### src/rtl/shc_pkg.sv
package shc_pkg;

    localparam int unsigned GROUP_LEN = 4;

    typedef logic [2:0] coord_t;

    typedef enum logic [0:0] {
        ST_RUN   = 1'b0,
        ST_CLEAR = 1'b1
    } seq_state_e;

    function automatic coord_t coord_step(coord_t c);
        coord_t r;
        if (c >= coord_t'(GROUP_LEN)) r = coord_t'(1);
        else                          r = c + coord_t'(1);
        return r;
    endfunction

    function automatic logic [3:0] digit_max(coord_t c);
        logic [3:0] r;
        if (c[0]) r = 4'd5;
        else      r = 4'd9;
        return r;
    endfunction

endpackage

### src/rtl/shc_seq.sv
module shc_seq
    import shc_pkg::*;
#(
    parameter int unsigned NUM_CELLS = 8
) (
    input  logic                 clk,
    input  logic                 rst_n,
    input  logic [NUM_CELLS-1:0] fault_i,
    output logic [NUM_CELLS-1:0] fault_q,
    output seq_state_e           state_o,
    output logic                 clear_o
);

    seq_state_e state_q;
    seq_state_e state_d;
    logic       marks_changed;

    assign marks_changed = (fault_i != fault_q);

    always_ff @(posedge clk) begin
        if (!rst_n) begin
            state_q <= ST_RUN;
            fault_q <= '0;
        end else begin
            state_q <= state_d;
            fault_q <= fault_i;
        end
    end

    always_comb begin
        state_d = state_q;
        unique case (state_q)
            ST_RUN:   state_d = marks_changed ? ST_CLEAR : ST_RUN;
            ST_CLEAR: state_d = marks_changed ? ST_CLEAR : ST_RUN;
            default:  state_d = ST_RUN;
        endcase
    end

    always_comb begin
        clear_o = 1'b0;
        unique case (state_q)
            ST_RUN:   clear_o = 1'b0;
            ST_CLEAR: clear_o = 1'b1;
            default:  clear_o = 1'b0;
        endcase
    end

    assign state_o = state_q;

endmodule

### src/rtl/shc_cell.sv
module shc_cell
    import shc_pkg::*;
#(
    parameter int unsigned DIGIT_W = 4
) (
    input  logic               clk,
    input  logic               rst_n,
    input  logic               clear_i,
    input  logic               bypass_i,
    input  logic               tick_i,
    input  coord_t             coord_in,
    output coord_t             coord_out,
    input  logic               carry_in,
    output logic               carry_out,
    output logic [DIGIT_W-1:0] digit_o
);

    coord_t             own_coord;
    logic [DIGIT_W-1:0] top_val;
    logic               advance;
    logic               wraps;

    assign own_coord = coord_step(coord_in);
    assign top_val   = DIGIT_W'(digit_max(own_coord));
    assign coord_out = bypass_i ? coord_in : own_coord;

    always_comb begin
        advance = 1'b0;
        if (!bypass_i) begin
            if (own_coord == coord_t'(GROUP_LEN)) advance = tick_i;
            else                                  advance = carry_in;
        end
    end

    assign wraps     = advance && (digit_o == top_val);
    assign carry_out = bypass_i ? carry_in : wraps;

    always_ff @(posedge clk) begin
        if (!rst_n || clear_i) begin
            digit_o <= '0;
        end else if (advance) begin
            digit_o <= wraps ? '0 : digit_o + DIGIT_W'(1);
        end
    end

endmodule

### src/rtl/shc_pick.sv
module shc_pick
    import shc_pkg::*;
#(
    parameter int unsigned NUM_CELLS = 8,
    parameter int unsigned DIGIT_W   = 4
) (
    input  logic [NUM_CELLS*DIGIT_W-1:0] digit_i,
    input  logic [NUM_CELLS-1:0]         fault_i,
    output logic [GROUP_LEN*DIGIT_W-1:0] time_o,
    output logic                         valid_o
);

    localparam int unsigned TW = GROUP_LEN * DIGIT_W;

    logic [TW-1:0] acc;
    int unsigned   taken;

    always_comb begin
        acc   = '0;
        taken = 0;
        for (int unsigned i = 0; i < NUM_CELLS; i++) begin
            if (!fault_i[i] && taken < GROUP_LEN) begin
                acc   = {acc[TW-DIGIT_W-1:0], digit_i[i*DIGIT_W +: DIGIT_W]};
                taken = taken + 1;
            end
        end
        valid_o = (taken == GROUP_LEN);
        time_o  = valid_o ? acc : '0;
    end

endmodule

### src/rtl/selfheal_clock.sv
module selfheal_clock
    import shc_pkg::*;
#(
    parameter int unsigned NUM_CELLS = 8,
    parameter int unsigned DIGIT_W   = 4
) (
    input  logic                         clk,
    input  logic                         rst_n,
    input  logic                         tick_i,
    input  logic [NUM_CELLS-1:0]         fault_i,
    output logic [NUM_CELLS*DIGIT_W-1:0] digit_o,
    output logic [4*DIGIT_W-1:0]         time_o,
    output logic                         time_valid_o
);

    logic [NUM_CELLS-1:0] fault_q;
    seq_state_e           state;
    logic                 clear;
    coord_t               coord_c [NUM_CELLS+1];
    logic                 cy      [NUM_CELLS+1];

    shc_seq #(.NUM_CELLS(NUM_CELLS)) seq_i (
        .clk     (clk),
        .rst_n   (rst_n),
        .fault_i (fault_i),
        .fault_q (fault_q),
        .state_o (state),
        .clear_o (clear)
    );

    assign coord_c[0]  = coord_t'(GROUP_LEN);
    assign cy[NUM_CELLS] = 1'b0;

    for (genvar g = 0; g < NUM_CELLS; g++) begin : g_cell
        shc_cell #(.DIGIT_W(DIGIT_W)) cell_i (
            .clk       (clk),
            .rst_n     (rst_n),
            .clear_i   (clear),
            .bypass_i  (fault_q[g]),
            .tick_i    (tick_i),
            .coord_in  (coord_c[g]),
            .coord_out (coord_c[g+1]),
            .carry_in  (cy[g+1]),
            .carry_out (cy[g]),
            .digit_o   (digit_o[g*DIGIT_W +: DIGIT_W])
        );
    end

    shc_pick #(.NUM_CELLS(NUM_CELLS), .DIGIT_W(DIGIT_W)) pick_i (
        .digit_i (digit_o),
        .fault_i (fault_q),
        .time_o  (time_o),
        .valid_o (time_valid_o)
    );

endmodule

### config.mk
export PLATFORM = sky130hd
export DESIGN_NAME = selfheal_clock
export DESIGN_NICKNAME = d
export VERILOG_FILES = /design/src/rtl/shc_pkg.sv /design/src/rtl/shc_seq.sv /design/src/rtl/shc_cell.sv /design/src/rtl/shc_pick.sv /design/src/rtl/selfheal_clock.sv
export SDC_FILE = /design/constraint.sdc
export NUM_CORES = 1
export LEC_CHECK = 0
export ABC_AREA = 0
export BUFFER_PORTS_ARGS = -buffer_cell sky130_fd_sc_hd__buf_2
export CAP_MARGIN = 25
export CELL_PAD_IN_SITES_DETAIL_PLACEMENT = 2
export CELL_PAD_IN_SITES_GLOBAL_PLACEMENT = 2
export CORE_AREA = 2 2 150 93
export DETAILED_ROUTE_END_ITERATION = 7
export DIE_AREA = 0 0 152 95
export PLACE_DENSITY = 0.95
export SLEW_MARGIN = 20
export SYNTH_ARGS = -nofsm -noshare
export SYNTH_HDL_FRONTEND = slang
export SYNTH_SLANG_ARGS = --single-unit
### constraint.sdc
create_clock -name clk -period 14.2 [get_ports clk]
set_input_delay 1.42 -clock clk [delete_from_list [all_inputs] [get_ports clk]]
set_output_delay 1.42 -clock clk [all_outputs]
set_load 0.03 [all_outputs]
# Yosys cells after proc, flatten, opt, wreduce, memory -nomap -nowiden
# Index checks and enable logic that the tools add are counted.
[classes]
n_addsub = 22
n_lt_le_gt_ge = 14
eq_ne = 17
n_mux = 70
bitwise = 1
reduce_logical = 24
[op_table]
columns = ["cell", "n"]
rows = [
  ["$mux W32", 7],
  ["$add A32 B1 Y32 const B", 6],
  ["$lt A32 B3 Y1 const B", 6],
  ["$mux W16", 8],
  ["$mux W4", 16],
  ["$mux W3", 14],
  ["$add A4 B1 Y4 const B", 8],
  ["$eq A32 B3 Y1 const B", 1],
  ["$eq A4 B4 Y1", 7],
  ["$mux W1", 24],
  ["$add A3 B1 Y3 const B", 7],
  ["$eq A3 B3 Y1 const B", 7],
  ["$ge A3 B3 Y1 const B", 7],
  ["$logic_and A1 B1 Y1", 15],
  ["$logic_not A1 Y1", 8],
  ["$ne A8 B8 Y1", 1],
  ["$eq A4 B3 Y1 const B", 1],
  ["$lt A1 B3 Y1 const B", 1],
  ["$add A1 B1 Y2 const B", 1],
  ["$pmux W1 S2", 1],
  ["$logic_or A1 B1 Y1", 1],
  ["$not A1 Y1", 1],
]
[totals]
ff_bits = 41
input_bits = 11
out_inout_bits = 49
wordCells = 158

# Logic depth before layout (Yosys ltp)
# Gate-level depths: netlist (run 1).
[depth]
ltp_word = 53
ltp_mapped = 31
mapped_depth_nobuf = 29

# Cells and area by module
# Synthesis (run 1) repeated with hierarchy kept, for this count alone.
[hier_totals]
cells_unflattened = 716
area_unflattened_um2 = 5634.2
[modules_own_cells]
columns = ["mod", "n_inst", "cells_each", "area_each_um2"]
rows = [
  ["shc_cell (g_cell[1].cell_i ...)", 7, 47, 416.6],
  ["shc_pick", 1, 307, 1975.6],
  ["shc_cell (g_cell[0].cell_i)", 1, 49, 405.4],
  ["shc_seq", 1, 29, 329.1],
  ["selfheal_clock", 1, 2, 7.5],
]

# Worst setup path after synthesis (run 1)
# Ideal clock, no wire load.
[synth_path]
kind = "reg2out"
from = "register seq_i.fault_q[1]"
to = "output port time_o[4]"
arrival_ns = 5.433
required_time_ns = 12.780
path_slack_ns = 7.347
path_stages_with_launch = 21
path_buffers = 6
path_cell_list = "dfxtp_1 > clkbuf_1 > inv_1 > ha_1 > buf_2 > nand3b_1 > nor2b_1 > buf_4 > mux2_2 > ha_1 > mux2_2 > ha_1 > mux2_2 > ha_1 > a21oi_1 > nor2b_1 > clkbuf_1 > clkbuf_1 > buf_1 > mux2i_1 > a211oi_1"
[synth_via]
elab_chain_len = 23
word_cells_on_any_way = 36
[synth_rtl]
columns = ["item", "line_no", "rtl"]
rows = [
  ["start: declaration", "shc_seq.sv:9", "output logic [NUM_CELLS-1:0] fault_q,"],
  ["start signal: assignment", "shc_seq.sv:26", "fault_q <= fault_i;"],
  ["$logic_not A1 Y1 *", "n/a", ""],
  ["$logic_and A1 B1 Y1 *", "shc_pick.sv:22", "if (!fault_i[i] && taken < GROUP_LEN) begin"],
  ["$mux W32", "shc_pick.sv:22", ""],
  ["$lt A32 B3 Y1", "shc_pick.sv:22", ""],
  ["$logic_and A1 B1 Y1", "shc_pick.sv:22", ""],
  ["$mux W32", "shc_pick.sv:22", ""],
  ["$lt A32 B3 Y1", "shc_pick.sv:22", ""],
  ["$logic_and A1 B1 Y1", "shc_pick.sv:22", ""],
  ["(+7 left out)", "n/a", ""],
  ["$lt A32 B3 Y1", "shc_pick.sv:22", ""],
  ["$logic_and A1 B1 Y1", "shc_pick.sv:22", ""],
  ["$mux W32", "shc_pick.sv:22", ""],
  ["$lt A32 B3 Y1", "shc_pick.sv:22", ""],
  ["$logic_and A1 B1 Y1", "shc_pick.sv:22", ""],
  ["$mux W32", "shc_pick.sv:22", ""],
  ["$eq A32 B3 Y1", "shc_pick.sv:27", "valid_o = (taken == GROUP_LEN);"],
  ["$mux W16 *", "shc_pick.sv:28", "time_o = valid_o ? acc : '0;"],
  ["end: declaration", "selfheal_clock.sv:12", "output logic [4*DIGIT_W-1:0] time_o,"],
]
# Mark *: on every way between the ends. The rest lies on a longest branch, timed or not.

# Worst setup path after layout (run 1)
[layout_path]
from = "register seq_i.fault_q[1]"
to = "register g_cell[4].cell_i.digit_o[2]"
[layout_via]
elab_chain_len = 35
word_cells_on_any_way = 52
[layout_rtl]
columns = ["item", "line_no", "rtl"]
rows = [
  ["$mux W3 *", "shc_cell.sv:25", "assign coord_out = bypass_i ? coord_in : own_coord;"],
  ["$add A3 B1 Y3 or $ge A3 B3 Y1 (tied branches)", "shc_pkg.sv:15, shc_pkg.sv:14", ""],
  ["$mux W3", "shc_pkg.sv:14", "if (c >= coord_t'(GROUP_LEN)) r = coord_t'(1);"],
  ["$mux W3 *", "shc_cell.sv:25", ""],
  ["$add A3 B1 Y3 or $ge A3 B3 Y1 (tied branches)", "shc_pkg.sv:15, shc_pkg.sv:14", ""],
  ["$mux W3", "shc_pkg.sv:14", ""],
  ["$mux W3 *", "shc_cell.sv:25", ""],
  ["$add A3 B1 Y3 or $ge A3 B3 Y1 (tied branches)", "shc_pkg.sv:15, shc_pkg.sv:14", ""],
  ["(+19 left out)", "n/a", ""],
  ["$mux W1", "shc_cell.sv:30", "if (own_coord == coord_t'(GROUP_LEN)) advance = tick_i;"],
  ["$mux W1", "shc_cell.sv:29", "if (!bypass_i) begin"],
  ["$logic_and A1 B1 Y1", "shc_cell.sv:35", "assign wraps = advance && (digit_o == top_val);"],
  ["$mux W1", "shc_cell.sv:36", "assign carry_out = bypass_i ? carry_in : wraps;"],
  ["$mux W1", "shc_cell.sv:30", ""],
  ["$mux W1", "shc_cell.sv:29", ""],
  ["$logic_and A1 B1 Y1", "shc_cell.sv:35", ""],
  ["$mux W4", "shc_cell.sv:42", "digit_o <= wraps ? '0 : digit_o + DIGIT_W'(1);"],
  ["end signal: assignment", "shc_cell.sv:42", ""],
  ["end: declaration", "shc_cell.sv:15", "output logic [DIGIT_W-1:0] digit_o"],
]
# Marks and branches as above.
# A chain may end at the register's enable or synchronous reset.

==> results.yml, run 1 <==
finish:
  diodes: 0
  drive_gt1_frac: 0.165
  final.fill_count: 1552
  synthToLayoutAreaGrowth_pct: 12.2
  instances_no_fill: 858
  utilization: 0.401
  num-nets-final: 722
synthesis:
  ys_warn_count: 0
  synth_async_sr_flop_share: 0
  syn-mean-instance-area_um2: 7.32
  syn_nets: 687
  ys_seq_area_frac: 0.173
  syn-cell-area_um2: 4730
  yosys_register_bits: 41
  synthCells: 647
  synth_edf_count: 0
  ys_types: 79
  synth_top_flop_cell: "dfxtp_1"
route:
  routedWlPerCell_um: 24.5
  firstDrtPassIters: 5
  routed_wl_mm: 21.0
  detail_route.vias_per_cell: 6.31
  num_vias: 5415
  drtIter0Drc: 463
  drc: 0
  ant_nets: 0
timing:
  rsz0062_at_grt: "no"
  fin_tns_setup_ns: 0
  slew_violations: 0
  slew_headroom: 0.316
  hold_violations: 0
  finClkSkew_ns: 0.0129
  timing.final.ws_setup_ns: 6.24
  period_share: 0.561
  worst_slew_pin_slew_ns: 1.03
  max_freq_mhz: 126
  min_period_ns: 7.96
  setup_viol: 0
floorplanning:
  die_w_um: 152
  dieArea_um2: 14400
  die_h_um: 95
  initial_core_util: 0.357
  row_count: 33
  core_um2: 13300
  io_pins: 60
power:
  p_total_mw: 0.537
  total_leakage_power_nw: 2.05
  powerDensity_nw_per_um2: 101
  ir_drop_uv: 54.5
place:
  dp.cells: 850
  hpwlAfterDp_mm: 15.6
  dp_slack_ns: 6.60
  gp_congestion: 1.03
  port_buffers: 59
global_routing:
  grt_antenna_before_repair: 1
  grt_max_degree: 38
  first_global_vias: 5781
  grt_overflow_total: 0
  grt.total_usage: 0.286
  grt_pass1_wl_mm: 32.7
clock_tree:
  cts_tree: "built"
  clkSinkCount: 41
  clk_latency_ns: 0.31
  cts_made_buffers: 5
  cts_buffer_depth: 2
  path_clk_slew_ns: 0.08
  cts.htree.levels: 2
  cts.repair.resized: 0
  cts_root_buf: "clkbuf_16"
  post-cts-setup-buffer-count: 0
  hold_buffers: 0
status:
  run_status: "completed"
min_path:
  hp-class: "flop to flop"
setup_path:
  critPathArrivalTime_ns: 8.19
  endpoint_kind: "flop"
  critPathKind: "flop to flop"
  start_kind: "flop"
  required_ns: 14.43
  worstPathMaxFanout: 12
job:
  max_cap_violations: 0
-- power by group --
group	switching, mW	internal, mW
registers	0.00651	0.117
clock network	0.0598	0.0836
logic	0.183	0.0878
total	0.249	0.288
-- critical path, cell delays in order, from the launching register on --
cell,delay [ns]
dfxtp_1,0.66
inv_1,0.26
ha_1,0.51
xnor2_2,0.36
ha_1,0.31
a21boi_0,0.19
mux2_2,0.33
ha_1,0.30
a221oi_1,0.63
a32oi_1,0.18
o211ai_2,0.18
inv_1,0.08
ha_1,0.33
nand2_1,0.08
a2111oi_0,0.55
a41oi_1,0.18
mux2i_4,0.34
ha_1,0.25
nand2_1,0.07
nor2_1,0.26
nand2_1,0.12
a211oi_2,0.34
o211ai_1,0.17
a22oi_1,0.23
o221ai_2,0.22
or4b_1,0.54
a21oi_1,0.19
-- per-stage QoR --
stage	hold slack, ns	area, µm²
3_3_place_gp	0.522	5140
4_1_cts	0.572	5310
6_report	0.579	5310
5_1_grt	0.614	5310
3_5_place_dp	0.559	5140
2_1_floorplan	0.619	4730
-- cell usage after synthesis, types with 15 or more instances --
cell      number  share of area
and2_1        16          0.021
dfxtp_1       41           0.17
o21ai_0       30          0.032
inv_1         25          0.020
clkbuf_1      27          0.021
nor2_1        69          0.055
a211oi_1      22          0.035
ha_1          29          0.077
or3_1         16          0.021
mux2i_1       37          0.078
a21oi_1       44          0.047
nand3_1       15          0.016
nand2_1       70          0.055
-- registers in the layout (all words and copies together), names as in the netlist --
| signal | flops |
|---|---|
| seq_i.state_o | 1 |
| seq_i.fault_q | 8 |
| g_cell.cell_i.digit_o | 32 |
-- layout make-up --
cell class                      instances  area, µm²  share of cell area
Clock buffer                            5        125              0.0235
Clock inverter                          3       43.8             0.00824
Inverter                               26       97.6              0.0184
Multi-Input combinational cell        542       3660               0.689
Sequential cell                        41        821               0.154
Tap cell                              175        219              0.0412
Timing Repair Buffer                   66        348              0.0655
-- final timing paths --
path | start | to | slack [ns] | cells past startpoint
setup reg to reg | seq_i.fault_q[1] | g_cell[4].cell_i.digit_o[2] | 6.24 | 26
hold / removal | g_cell[2].cell_i.digit_o[0] | g_cell[2].cell_i.digit_o[0] | 0.58 | 2
setup / recovery | seq_i.fault_q[1] | g_cell[4].cell_i.digit_o[2] | 6.24 | 26
hold reg to reg | g_cell[2].cell_i.digit_o[0] | g_cell[2].cell_i.digit_o[0] | 0.58 | 2
-- cells by family (layout without fill, tap and decap cells) --
logic type / after synthesis / after routing / share of synthesized area
compound gates: 178 / 178 / 0.266
simple gates: 265 / 265 / 0.279
flops: 41 / 41 / 0.173
mux: 51 / 51 / 0.114
xor+xnor: 19 / 19 / 0.0367
buf+inv: 64 / 100 / 0.0547
fa+ha+maj: 29 / 29 / 0.0766
-- routing by layer --
layer / GRT usage / vias up / wire, µm
li1: - / 2438 / -
met1: 0.366 / 2731 / 9330
met4: 0.0958 / 2 / 585
met3: 0.0450 / 52 / 1060
met2: 0.496 / 192 / 10100
met5: 0 / - / 11
-- placed cells by master (no fill, tap or decap), types with 4 or more instances in the layout --
cell type  Yosys  routed
dfxtp_1       41      41
mux2_2        13      13
nand2_1       70      70
nor3_1        14      14
a211oi_2       4       4
mux2i_1       37      37
nand2b_1       9       8
a22o_1         5       5
nand4_1        9       9
inv_1         25      25
nand3_1       15      15
a31oi_1        5       5
nor4_1         5       5
o211ai_1       4       4
buf_4          1       7
buf_2          6      59
xnor2_1        5       5
o21ai_0       30      30
nand3b_1       6       6
clkbuf_16      0       5
xor2_1        13      13
or3_1         16      16
and3_1         6       6
a21boi_0       4       4
a21oi_1       44      44
or4_1          5       5
ha_1          29      29
a211oi_1      22      22
and2_1        16      16
nor2b_1       14      13
nor2_1        69      69
a22oi_1        6       6
Note: power is estimated with default switching activity, not from simulation.
==> inputs of run 2 (changes only) <==
CORE_AREA = 2 2 163 101   (was 2 2 150 93)
DIE_AREA = 0 0 165 103   (was 0 0 152 95)
PLACE_DENSITY = 0.88   (was 0.95)
clock period = 7.1 ns   (was 14.2 ns; I/O delays follow)
==> run 2 against run 1 <==
Net effect:
- first-iteration DRC count decreased by 34%
- worst hold slack got worse by 0.028 ns
- sequential share of layout area decreased by 0.45 points
- final area increased by 3.0%
- clock power increased by 65%
==> results.yml, run 2 (synthesis gave the netlist of run 1 again) <==
finish:
  instances_no_fill: 905
  drive_gt1_frac: 0.187
  diodes: 0
  final_area_um2: 5470
  num-nets-final: 735
  largest_reg_flops: 32
  final_cell_mix: "nand2_1, nor2_1, buf_2"
  synthToLayoutAreaGrowth_pct: 15.6
  regMostFlops: "g_cell.cell_i.digit_o"
  final.fill_count: 1872
  layout_commonest_cell: "nand2_1"
setup_path:
  endpoint_kind: "flop"
  critPathKind: "flop to flop"
  critPathArrivalTime_ns: 6.96
  crit_path_frequent_cell: "ha_1"
  required_ns: 7.33
  worstPathMaxFanout: 6
  start_kind: "flop"
  critPathSlowestCell: "a221o_1"
  critPathMaxStageDelay_ns: 0.40
timing:
  finClkSkew_ns: 0.00634
  hold_slack_ns: 0.552
  min_period_ns: 6.73
  worst_slew_pin_slew_ns: 0.985
  setup_viol: 0
  slew_headroom: 0.340
  slew_violations: 0
  fin_tns_setup_ns: 0
  max_freq_mhz: 149
  period_share: 0.948
  hold_violations: 0
place:
  gp_congestion: 0.871
  port_buffers: 59
  dp.cells: 889
  hpwlAfterDp_mm: 14.7
  place_area_um2: 5220
clock_tree:
  cts_root_buf: "clkbuf_16"
  path_clk_slew_ns: 0.07
  cts_made_buffers: 5
  clk_latency_ns: 0.30
  hold_buffers: 0
  clkSinkCount: 41
  cts_buffer_depth: 2
  cts_tree: "built"
  cts.htree.levels: 2
floorplanning:
  core_um2: 15700
  dieArea_um2: 17000
  die_h_um: 103
  die_w_um: 165
  io_pins: 60
  row_count: 36
  initial_core_util: 0.301
global_routing:
  grt_antenna_before_repair: 0
  grt_pass1_wl_mm: 30.7
  first_global_vias: 5409
  grt.total_usage: 0.229
  grt_max_degree: 29
  grt_overflow_total: 0
power:
  p_sw_mw: 0.475
  powerDensity_nw_per_um2: 188
  ir_drop_uv: 68.8
  total_leakage_power_nw: 2.11
  switching_share: 0.460
  power_frac_comb: 0.534
  p_int_mw: 0.557
  p_clk_frac: 0.228
  p_seq_frac: 0.238
route:
  ant_nets: 0
  firstDrtPassIters: 4
  route.met2.wl_mm: 9.31
  num_vias: 5270
  routed.top_layer: "met4"
  routedWlPerCell_um: 21.8
  dr_wl_met3_um: 789
  detail_route.vias_per_cell: 5.82
  met1Wirelength_mm: 9.45
  routed_wl_mm: 19.7
  drtIter0Drc: 307
  drc: 0
job:
  max_cap_violations: 0
status:
  run_status: "completed"
min_path:
  hp-class: "flop to flop"
run 2: cell types whose count changed in the layout (fill, tap and decap cells not counted), sizes merged:
cell and change:
buf +13, bufinv -1, clkinv +1, clkinvlp +1, inv -1
run 2: per-layer routing:
metal,vias up,track usage
li1,2464,-
met1,2672,0.317
met2,116,0.392
met3,18,0.0306
met4,0,0.0301
met5,-,0
run 2: final timing paths:
path / slack (ns) / startpoint / depth (start not counted) / end
max: 0.37 / seq_i.fault_q[0] / 29 / g_cell[5].cell_i.digit_o[2]
min: 0.55 / g_cell[7].cell_i.digit_o[1] / 2 / g_cell[7].cell_i.digit_o[1]
max reg2reg: 0.37 / seq_i.fault_q[0] / 29 / g_cell[5].cell_i.digit_o[2]
min reg2reg: 0.55 / g_cell[7].cell_i.digit_o[1] / 2 / g_cell[7].cell_i.digit_o[1]
run 2: worst max-delay path: cells and delay by family (launching register included):
family,cells,cell delay (ns)
adder cells (fa/ha/maj),6,1.67
AND/OR/NAND/NOR,11,1.98
buffers and inverters,2,0.20
flip-flops,1,0.35
AO/OA/AOI/OAI,8,1.86
multiplexers,2,0.61
run 2: repair_timing:
item / in CTS / in global routing
gates resized for setup: 1 / 8
endpoints found under the setup margin: 2 / 28
pin swaps: 1 / 1
buffers inserted: 1 / 7
run 2: final cells by class:
type / instances / area (µm²) / share of cell area
Clock buffer: 5 / 125 / 0.0229
Clock inverter: 3 / 17.5 / 0.00320
Inverter: 26 / 97.6 / 0.0178
Multi-Input combinational cell: 542 / 3710 / 0.677
Sequential cell: 41 / 821 / 0.150
Tap cell: 209 / 262 / 0.0478
Timing Repair Buffer: 79 / 445 / 0.0814
run 2: power by group through the flow:
stage               clock network (mW)  registers, mW  logic, mW
global placement                     0          0.249      0.480
detailed placement                   0          0.250      0.509
global route                     0.249          0.246      0.605
finish                           0.236          0.245      0.551
CTS                              0.241          0.244      0.522
floorplan                            0          0.243      0.384
run 2: through the flow:
step	util	power [mW]	setup WS, ns
after floorplan	-	0.627	0.777
after global placement	0.332	0.729	0.761
after detailed placement	0.332	0.759	0.130
after CTS	0.342	1.01	0.0543
after global routing	0.348	1.10	-0.0288
final	0.348	1.03	0.368
